`src/rtl/irq_agg_pkg.sv`:
```
package irq_agg_pkg;

  typedef enum logic [1:0] {
    RD_NONE   = 2'd0,
    RD_STATUS = 2'd1,
    RD_MASK   = 2'd2,
    RD_PEND   = 2'd3
  } rdSel_e;

  localparam int unsigned MASK_CNT = 4;

  typedef struct packed {
    logic [MASK_CNT-1:0] maskWr;
    logic                rdStb;
    rdSel_e              rdSel;
    logic [1:0]          rdMaskIdx;
  } ctrlStrobe_t;

endpackage

```
`src/rtl/irq_agg_ctrl.sv`:
```
module irq_agg_ctrl
  import irq_agg_pkg::*;
#(
  parameter int unsigned ADDR_W   = 8,
  parameter int unsigned NUM_CORE = 2
) (
  input  logic              clk,
  input  logic              rstN,
  input  logic [ADDR_W-1:0] busAddr,
  input  logic              busWrEn,
  input  logic              busRdEn,
  output ctrlStrobe_t       strobe
);

  localparam logic [ADDR_W-1:0] OFS_STATUS = ADDR_W'(8'h00);
  localparam logic [ADDR_W-1:0] OFS_IRQ    = ADDR_W'(8'h10);
  localparam logic [ADDR_W-1:0] OFS_MCHK   = ADDR_W'(8'h10 + 4 * NUM_CORE);
  localparam logic [ADDR_W-1:0] OFS_PEND   = ADDR_W'(8'h20);

  logic [MASK_CNT-1:0] maskHit;

  // One decode line per mask register: ordinary masks first, then machine-check.
  for (genvar m = 0; m < MASK_CNT; m++) begin : g_hit
    localparam logic [ADDR_W-1:0] OFS =
      (m < NUM_CORE) ? ADDR_W'(OFS_IRQ + 4 * m) : ADDR_W'(OFS_MCHK + 4 * (m - NUM_CORE));
    assign maskHit[m] = (busAddr == OFS);
  end

  always_comb begin
    strobe           = '0;
    strobe.rdStb     = busRdEn;
    strobe.rdSel     = RD_NONE;
    strobe.rdMaskIdx = '0;
    if (busWrEn) strobe.maskWr = maskHit;
    if (busAddr == OFS_STATUS)    strobe.rdSel = RD_STATUS;
    else if (busAddr == OFS_PEND) strobe.rdSel = RD_PEND;
    else begin
      for (int m = 0; m < MASK_CNT; m++) begin
        if (maskHit[m]) begin
          strobe.rdSel     = RD_MASK;
          strobe.rdMaskIdx = 2'(m);
        end
      end
    end
  end

  // the decode never selects two mask registers at once
  assert_onehot_wr_R3: assert property (@(posedge clk) disable iff (!rstN)
    $onehot0(strobe.maskWr));

  // the status and pending offsets never produce a mask write
  assert_ro_nowrite_R8: assert property (@(posedge clk) disable iff (!rstN)
    (busAddr == OFS_STATUS || busAddr == OFS_PEND) |-> strobe.maskWr == '0);

endmodule

```
`src/rtl/irq_agg_datapath.sv`:
```
module irq_agg_datapath
  import irq_agg_pkg::*;
#(
  parameter int unsigned DATA_W   = 32,
  parameter int unsigned NUM_SRC  = 32,
  parameter int unsigned NUM_LIVE = 17,
  parameter int unsigned NUM_CORE = 2
) (
  input  logic              clk,
  input  logic              rstN,
  input  ctrlStrobe_t       strobe,
  input  logic [DATA_W-1:0] wrData,
  input  logic [NUM_SRC-1:0] srcLevel,
  output logic [DATA_W-1:0] rdData,
  output logic [NUM_CORE-1:0] coreIrq,
  output logic [NUM_CORE-1:0] coreMchk
);

  localparam int unsigned IDX_W = $clog2(NUM_SRC);
  localparam logic [NUM_SRC-1:0] LIVE_MASK =
    (NUM_LIVE >= NUM_SRC) ? '1 : NUM_SRC'((64'd1 << NUM_LIVE) - 64'd1);

  logic [MASK_CNT-1:0][NUM_SRC-1:0] maskReg;
  logic [NUM_SRC-1:0]  liveSrc;
  logic [MASK_CNT-1:0] hitVec;
  logic [IDX_W-1:0]    pendIdx;
  logic                pendAny;
  logic [DATA_W-1:0]   rdNext;

  assign liveSrc = srcLevel & LIVE_MASK;

  // Mask storage, one register per output
  for (genvar m = 0; m < MASK_CNT; m++) begin : g_mask
    always_ff @(posedge clk or negedge rstN) begin
      if (!rstN)                 maskReg[m] <= '0;
      else if (strobe.maskWr[m]) maskReg[m] <= NUM_SRC'(wrData);
    end
    assign hitVec[m] = |(liveSrc & maskReg[m]);
  end

  always_ff @(posedge clk or negedge rstN) begin
    if (!rstN) begin
      coreIrq  <= '0;
      coreMchk <= '0;
    end else begin
      coreIrq  <= hitVec[NUM_CORE-1:0];
      coreMchk <= hitVec[MASK_CNT-1:NUM_CORE];
    end
  end

  // Upward scan: the last hit wins, giving the highest-numbered source
  always_comb begin
    pendIdx = '0;
    pendAny = 1'b0;
    for (int i = 0; i < NUM_SRC; i++) begin
      if (liveSrc[i] && maskReg[0][i]) begin
        pendIdx = IDX_W'(i);
        pendAny = 1'b1;
      end
    end
  end

  always_comb begin
    rdNext = '0;
    unique case (strobe.rdSel)
      RD_STATUS: rdNext = DATA_W'(liveSrc);
      RD_MASK:   rdNext = DATA_W'(maskReg[strobe.rdMaskIdx]);
      RD_PEND: begin
        rdNext[IDX_W-1:0]  = pendIdx;
        rdNext[DATA_W-1]   = ~pendAny;
      end
      default:   rdNext = '0;
    endcase
  end

  always_ff @(posedge clk or negedge rstN) begin
    if (!rstN)             rdData <= '0;
    else if (strobe.rdStb) rdData <= rdNext;
  end

  // outputs are quiet in the first cycle out of reset
  assert_reset_quiet_R1: assert property (@(posedge clk) disable iff (!rstN)
    $rose(rstN) |-> (coreIrq == '0 && coreMchk == '0));

  // core-0 ordinary line follows the priority scan's pending flag
  assert_pend_line_R7: assert property (@(posedge clk) disable iff (!rstN)
    $past(rstN) |-> coreIrq[0] == $past(pendAny));

  // with no source high, every output is low one edge later
  assert_level_drop_R6: assert property (@(posedge clk) disable iff (!rstN)
    (srcLevel == '0) |=> (coreIrq == '0 && coreMchk == '0));

  // masks hold whenever no mask write is decoded
  assert_mask_hold_R8: assert property (@(posedge clk) disable iff (!rstN)
    (strobe.maskWr == '0) |=> $stable(maskReg));

  // read data holds between reads
  assert_rd_hold_R10: assert property (@(posedge clk) disable iff (!rstN)
    !strobe.rdStb |=> $stable(rdData));

  if (NUM_LIVE < NUM_SRC) begin : g_rsv
    // reserved sources never show in the status word
    assert_reserved_zero_R9: assert property (@(posedge clk) disable iff (!rstN)
      (strobe.rdStb && strobe.rdSel == RD_STATUS) |=> rdData[NUM_SRC-1:NUM_LIVE] == '0);
  end

endmodule

```
`src/rtl/level_irq_aggregator.sv`:
```
module level_irq_aggregator
  import irq_agg_pkg::*;
#(
  parameter int unsigned ADDR_W   = 8,
  parameter int unsigned DATA_W   = 32,
  parameter int unsigned NUM_SRC  = 32,
  parameter int unsigned NUM_LIVE = 17,
  parameter int unsigned NUM_CORE = 2
) (
  input  logic                clk,
  input  logic                rstN,
  input  logic [ADDR_W-1:0]   busAddr,
  input  logic                busWrEn,
  input  logic [DATA_W-1:0]   busWrData,
  input  logic                busRdEn,
  output logic [DATA_W-1:0]   busRdData,
  input  logic [NUM_SRC-1:0]  srcLevel,
  output logic [NUM_CORE-1:0] coreIrq,
  output logic [NUM_CORE-1:0] coreMchk
);

  ctrlStrobe_t strobe;

  irq_agg_ctrl #(
    .ADDR_W   (ADDR_W),
    .NUM_CORE (NUM_CORE)
  ) u_ctrl (
    .clk     (clk),
    .rstN    (rstN),
    .busAddr (busAddr),
    .busWrEn (busWrEn),
    .busRdEn (busRdEn),
    .strobe  (strobe)
  );

  irq_agg_datapath #(
    .DATA_W   (DATA_W),
    .NUM_SRC  (NUM_SRC),
    .NUM_LIVE (NUM_LIVE),
    .NUM_CORE (NUM_CORE)
  ) u_dp (
    .clk      (clk),
    .rstN     (rstN),
    .strobe   (strobe),
    .wrData   (busWrData),
    .srcLevel (srcLevel),
    .rdData   (busRdData),
    .coreIrq  (coreIrq),
    .coreMchk (coreMchk)
  );

endmodule

```
`config.mk`:
```
export PLATFORM = sky130hd
export DESIGN_NAME = level_irq_aggregator
export DESIGN_NICKNAME = d
export VERILOG_FILES = /design/src/rtl/irq_agg_pkg.sv /design/src/rtl/irq_agg_ctrl.sv /design/src/rtl/irq_agg_datapath.sv /design/src/rtl/level_irq_aggregator.sv
export SDC_FILE = /design/constraint.sdc
export NUM_CORES = 1
export LEC_CHECK = 0
export CORE_MARGIN = 5
export CORE_UTILIZATION = 53
export CTS_BUF_LIST = sky130_fd_sc_hd__clkbuf_4
export CTS_CLUSTER_SIZE = 25
export DETAILED_ROUTE_END_ITERATION = 8
export PLACE_DENSITY = 0.83
export SYNTH_ARGS = -nofsm -noshare
export SYNTH_HDL_FRONTEND = slang
export SYNTH_SLANG_ARGS = --single-unit
```
`constraint.sdc`:
```
create_clock -name clk -period 1.9 [get_ports clk]
set_input_delay 0.38 -clock clk [delete_from_list [all_inputs] [get_ports clk]]
set_output_delay 0.38 -clock clk [all_outputs]
set_load 0.05 [all_outputs]
```
==> summary.md <==
| Metric | Value |
|---|---|
| I/O pin count | `112` |
| Largest net degree at the start of global routing | `67` |
| Peak Freq | `547 MHz` |
| Tmin final | `1.83 ns` |
| CTS Buf Count | `17` |
| # port buffers | `96` |
| Area of the core | `0.0139 mm^2` |
| Fillers | `1,012` |
| Post-route clock period utilization | `96.1%` |
| Initial Utilization | `54.4%` |
| Leakage dissipation | `4.54 nW` |
| Synth top cells by count | `dfrtp_1, mux2_2, nand2_1, a21oi_1, inv_1` |
| Clk sinks | `164` |
| Cells along the critical path | `clkdlybuf4s15_1` |
| Data arrival, critical path | `1.45 ns` |
| Die width | `130 um` |
| #FFs+latches synth | `164` |
| Cells after Synth | `574` |
| Vias in the first global route | `5,959` |
| Max rail drop VDD | `583 uV` |
| Predominant post-synthesis flop cell | `dfrtp_1` |
| Nets | `797` |
| Net Sw Power | `1.88 mW` |
| Critical path's slowest cell | `clkdlybuf4s15_1` |
| Max-cap viol count | `0` |
| Status | `finished, final reports clean` |
| Most frequent cell after synthesis | `dfrtp_1` |
| Post-Layout Inst Area | `0.00943 mm^2` |
| Synth top area cells | `dfrtp_1, mux2_2, mux4_2, nand2_1, a21oi_1` |
| Per-cell routed wire length | `22.5 um` |
| Antenna viol nets, final | `0` |
| First-pass GRT wire length | `32,700 um` |
| Cell Area, Synth | `0.00757 mm^2` |
| Buf/Inv on CP | `1` |
| Worst skew pair latency | `0.59 ns` |
| CP delay by family, top | `buffers and inverters` |
| CTS tree | `built` |
| PD cells | `719 mW/mm^2` |
| Asr flop ratio synth | `100%` |
| Sequential Power Share | `55.4%` |
| Clk pwr share | `31.1%` |
| Synth Area per Inst | `13.2 um^2` |
| Worst Max-Slew Pin Slew | `0.492 ns` |
| Synthesis-to-layout area growth | `24.5%` |
| FF/Latch Area | `0.00410 mm^2` |
| Post-synth EDFFs | `0` |
| Number of library cell types mapped by synthesis | `43` |
| DR pass1 iterations | `5` |
| Vias per cell | `6.16` |
| Die area | `0.0168 mm^2` |
| Initial antenna violation count | `1` |
| Hold Fails Final Rpt | `0` |
| Total grt overflow | `0` |
| Hold Path Class | `primary input to async pin` |
| Syn_nets | `650` |
| DRT iter0 DRCs | `637` |
| Sw frac | `27.7%` |
| Drt total wl | `20,600 um` |
| Gr usage total | `25.9%` |
| Area leader, netlist | `dfrtp_1` |
| Data required, critical path | `1.52 ns` |
| DRC | `0` |
| HPWL Detailed | `14,800 um` |
| Rows | `43` |
| Final core occ | `67.7%` |
| Launching element type of the critical path | `flop` |
| Layout cells sized above 1 | `38.1%` |
| CTS max path bufs | `2` |
| Skew final | `0.0201 ns` |
| H-Tree Depth | `4` |
| Vias post-DR | `5,644` |
| Area of the multi-input gates | `0.00325 mm^2` |
| Post-synthesis sequential area ratio | `54.2%` |
| Hold slack | `0.118 ns` |
| Slew Limit Fails | `0` |
| Setup violators final | `0` |
| Die Span Y | `130 um` |
| CP Max Fanout | `2` |
| Warnings from Yosys | `0` |
| Critical path type | `flop to output port` |
| Critical path's largest stage delay | `0.50 ns` |
| Internal Pwr Total | `4.90 mW` |
| Post-DP Area | `0.00913 mm^2` |
| Worst-path clk slew | `0.15 ns` |
| Combinational share of power | `13.5%` |
| Clock root buffer | `clkbuf_4` |
| RSZ-0062 raised after global routing | `no` |
| Slew Limit Headroom | `67.4%` |
| Routability cong. | `0.979` |
| CP Capture Type | `output port` |
| Post-synth top area share | `54.2%` |
## placed cells by master, fill, tap and decap left out, types with 3 or more instances in the layout
cell             instances
dfrtp_1                164
mux2_2                 126
buf_4                   79
clkdlybuf4s50_1         57
nand2_1                 41
a21oi_1                 27
inv_1                   20
mux4_2                  19
a22oi_1                 18
o21ai_0                 18
clkbuf_4                18
nor2b_1                 14
mux2i_1                 13
o221ai_1                13
buf_12                  10
nand3_1                  9
a22o_1                   8
a221oi_1                 7
and3_1                   6
a222oi_1                 5
clkinv_4                 5
clkdlybuf4s15_2          4
clkbuf_2                 4
nand4_1                  3
mux2_1                   3
nor2_1                   3
o22ai_1                  3
## per-stage QoR
step	setup TNS [ns]	total power, mW	cells	setup slack (ns)
2_1_floorplan	-0.246	4.19	574	-0.00958
3_3_place_gp	-52.45	4.70	881	-0.470
3_5_place_dp	-62.50	4.73	881	-0.554
4_1_cts	0	6.82	914	0.000332
5_1_grt	0	7.05	915	0.000532
6_report	0	6.78	916	0.0733
## worst register-to-register path, stage by stage (launching register included)
cell,delay [ns]
dfrtp_1,0.43
a22oi_1,0.35
nand4_1,0.18
a222oi_1,0.46
o22ai_1,0.13
## sequential cells by signal, indices dropped and copies added (netlist names)
| register | flops |
|---|---|
| u_dp.coreIrq | 2 |
| u_dp.coreMchk | 2 |
| u_dp.maskReg | 128 |
| u_dp.rdData | 32 |
## routing by layer
metal  global-route usage (%)  part of all wire [%]  vias to the layer above
met5                        0                     0                        -
met4                     10.7                   3.0                        0
met3                     5.36                   6.8                       52
met2                     39.6                    48                      228
met1                     36.4                    42                     2914
li1                         -                     -                     2450
## final cells by class
class | count | area share, %
flip-flops and latches | 164 | 43.5
multi-input cells | 358 | 34.5
repair buffers | 160 | 15.7
well taps | 180 | 2.39
clock inverters | 14 | 1.62
clock buffers | 18 | 1.43
inverters | 20 | 0.796
diodes | 2 | 0.0531
## timing repair
action / in CTS / in global routing
pin swaps: 0 / 0
endpoints found under the setup margin: 10 / 8
resized for setup: 23 / 7
setup buffers: 0 / 0
hold buffers: 1 / 0
endpoints found under the hold margin: 164 / 0
## worst paths after layout
check                      slack [ns]  cells past startpoint                       endpoint                          start
max                              0.07                      1                  busRdData[29]    u_dp.rdData[29]$_DFFE_PN0P_
min in group clk                 0.47                      5     u_dp.rdData[4]$_DFFE_PN0P_                     busAddr[2]
max in group asynchronous        1.21                      3   u_dp.maskReg[42]$_DFFE_PN0P_                           rstN
min                              0.12                      2    u_dp.rdData[24]$_DFFE_PN0P_                           rstN
max reg2reg                      0.21                      4     u_dp.rdData[3]$_DFFE_PN0P_   u_dp.maskReg[12]$_DFFE_PN0P_
min reg2reg                      0.52                      1  u_dp.maskReg[124]$_DFFE_PN0P_  u_dp.maskReg[124]$_DFFE_PN0P_
## power groups by stage
stage / logic [mW] / clock network (mW) / registers (mW)
6_report: 0.913 / 2.11 / 3.76
3_5_place_dp: 0.910 / 0 / 3.82
3_3_place_gp: 0.889 / 0 / 3.81
5_1_grt: 0.977 / 2.30 / 3.77
2_1_floorplan: 0.318 / 0 / 3.88
4_1_cts: 0.915 / 2.15 / 3.75
## cell families after synthesis
| logic type | count (synthesis) | synth area share, % |
|---|---|---|
| AND/OR/NAND/NOR | 89 | 6.43 |
| flip-flops | 164 | 54.2 |
| multiplexers | 161 | 26.5 |
| AO/OA/AOI/OAI | 108 | 9.86 |
| buffers and inverters | 52 | 2.99 |
Power figures use the tool's default switching activity.
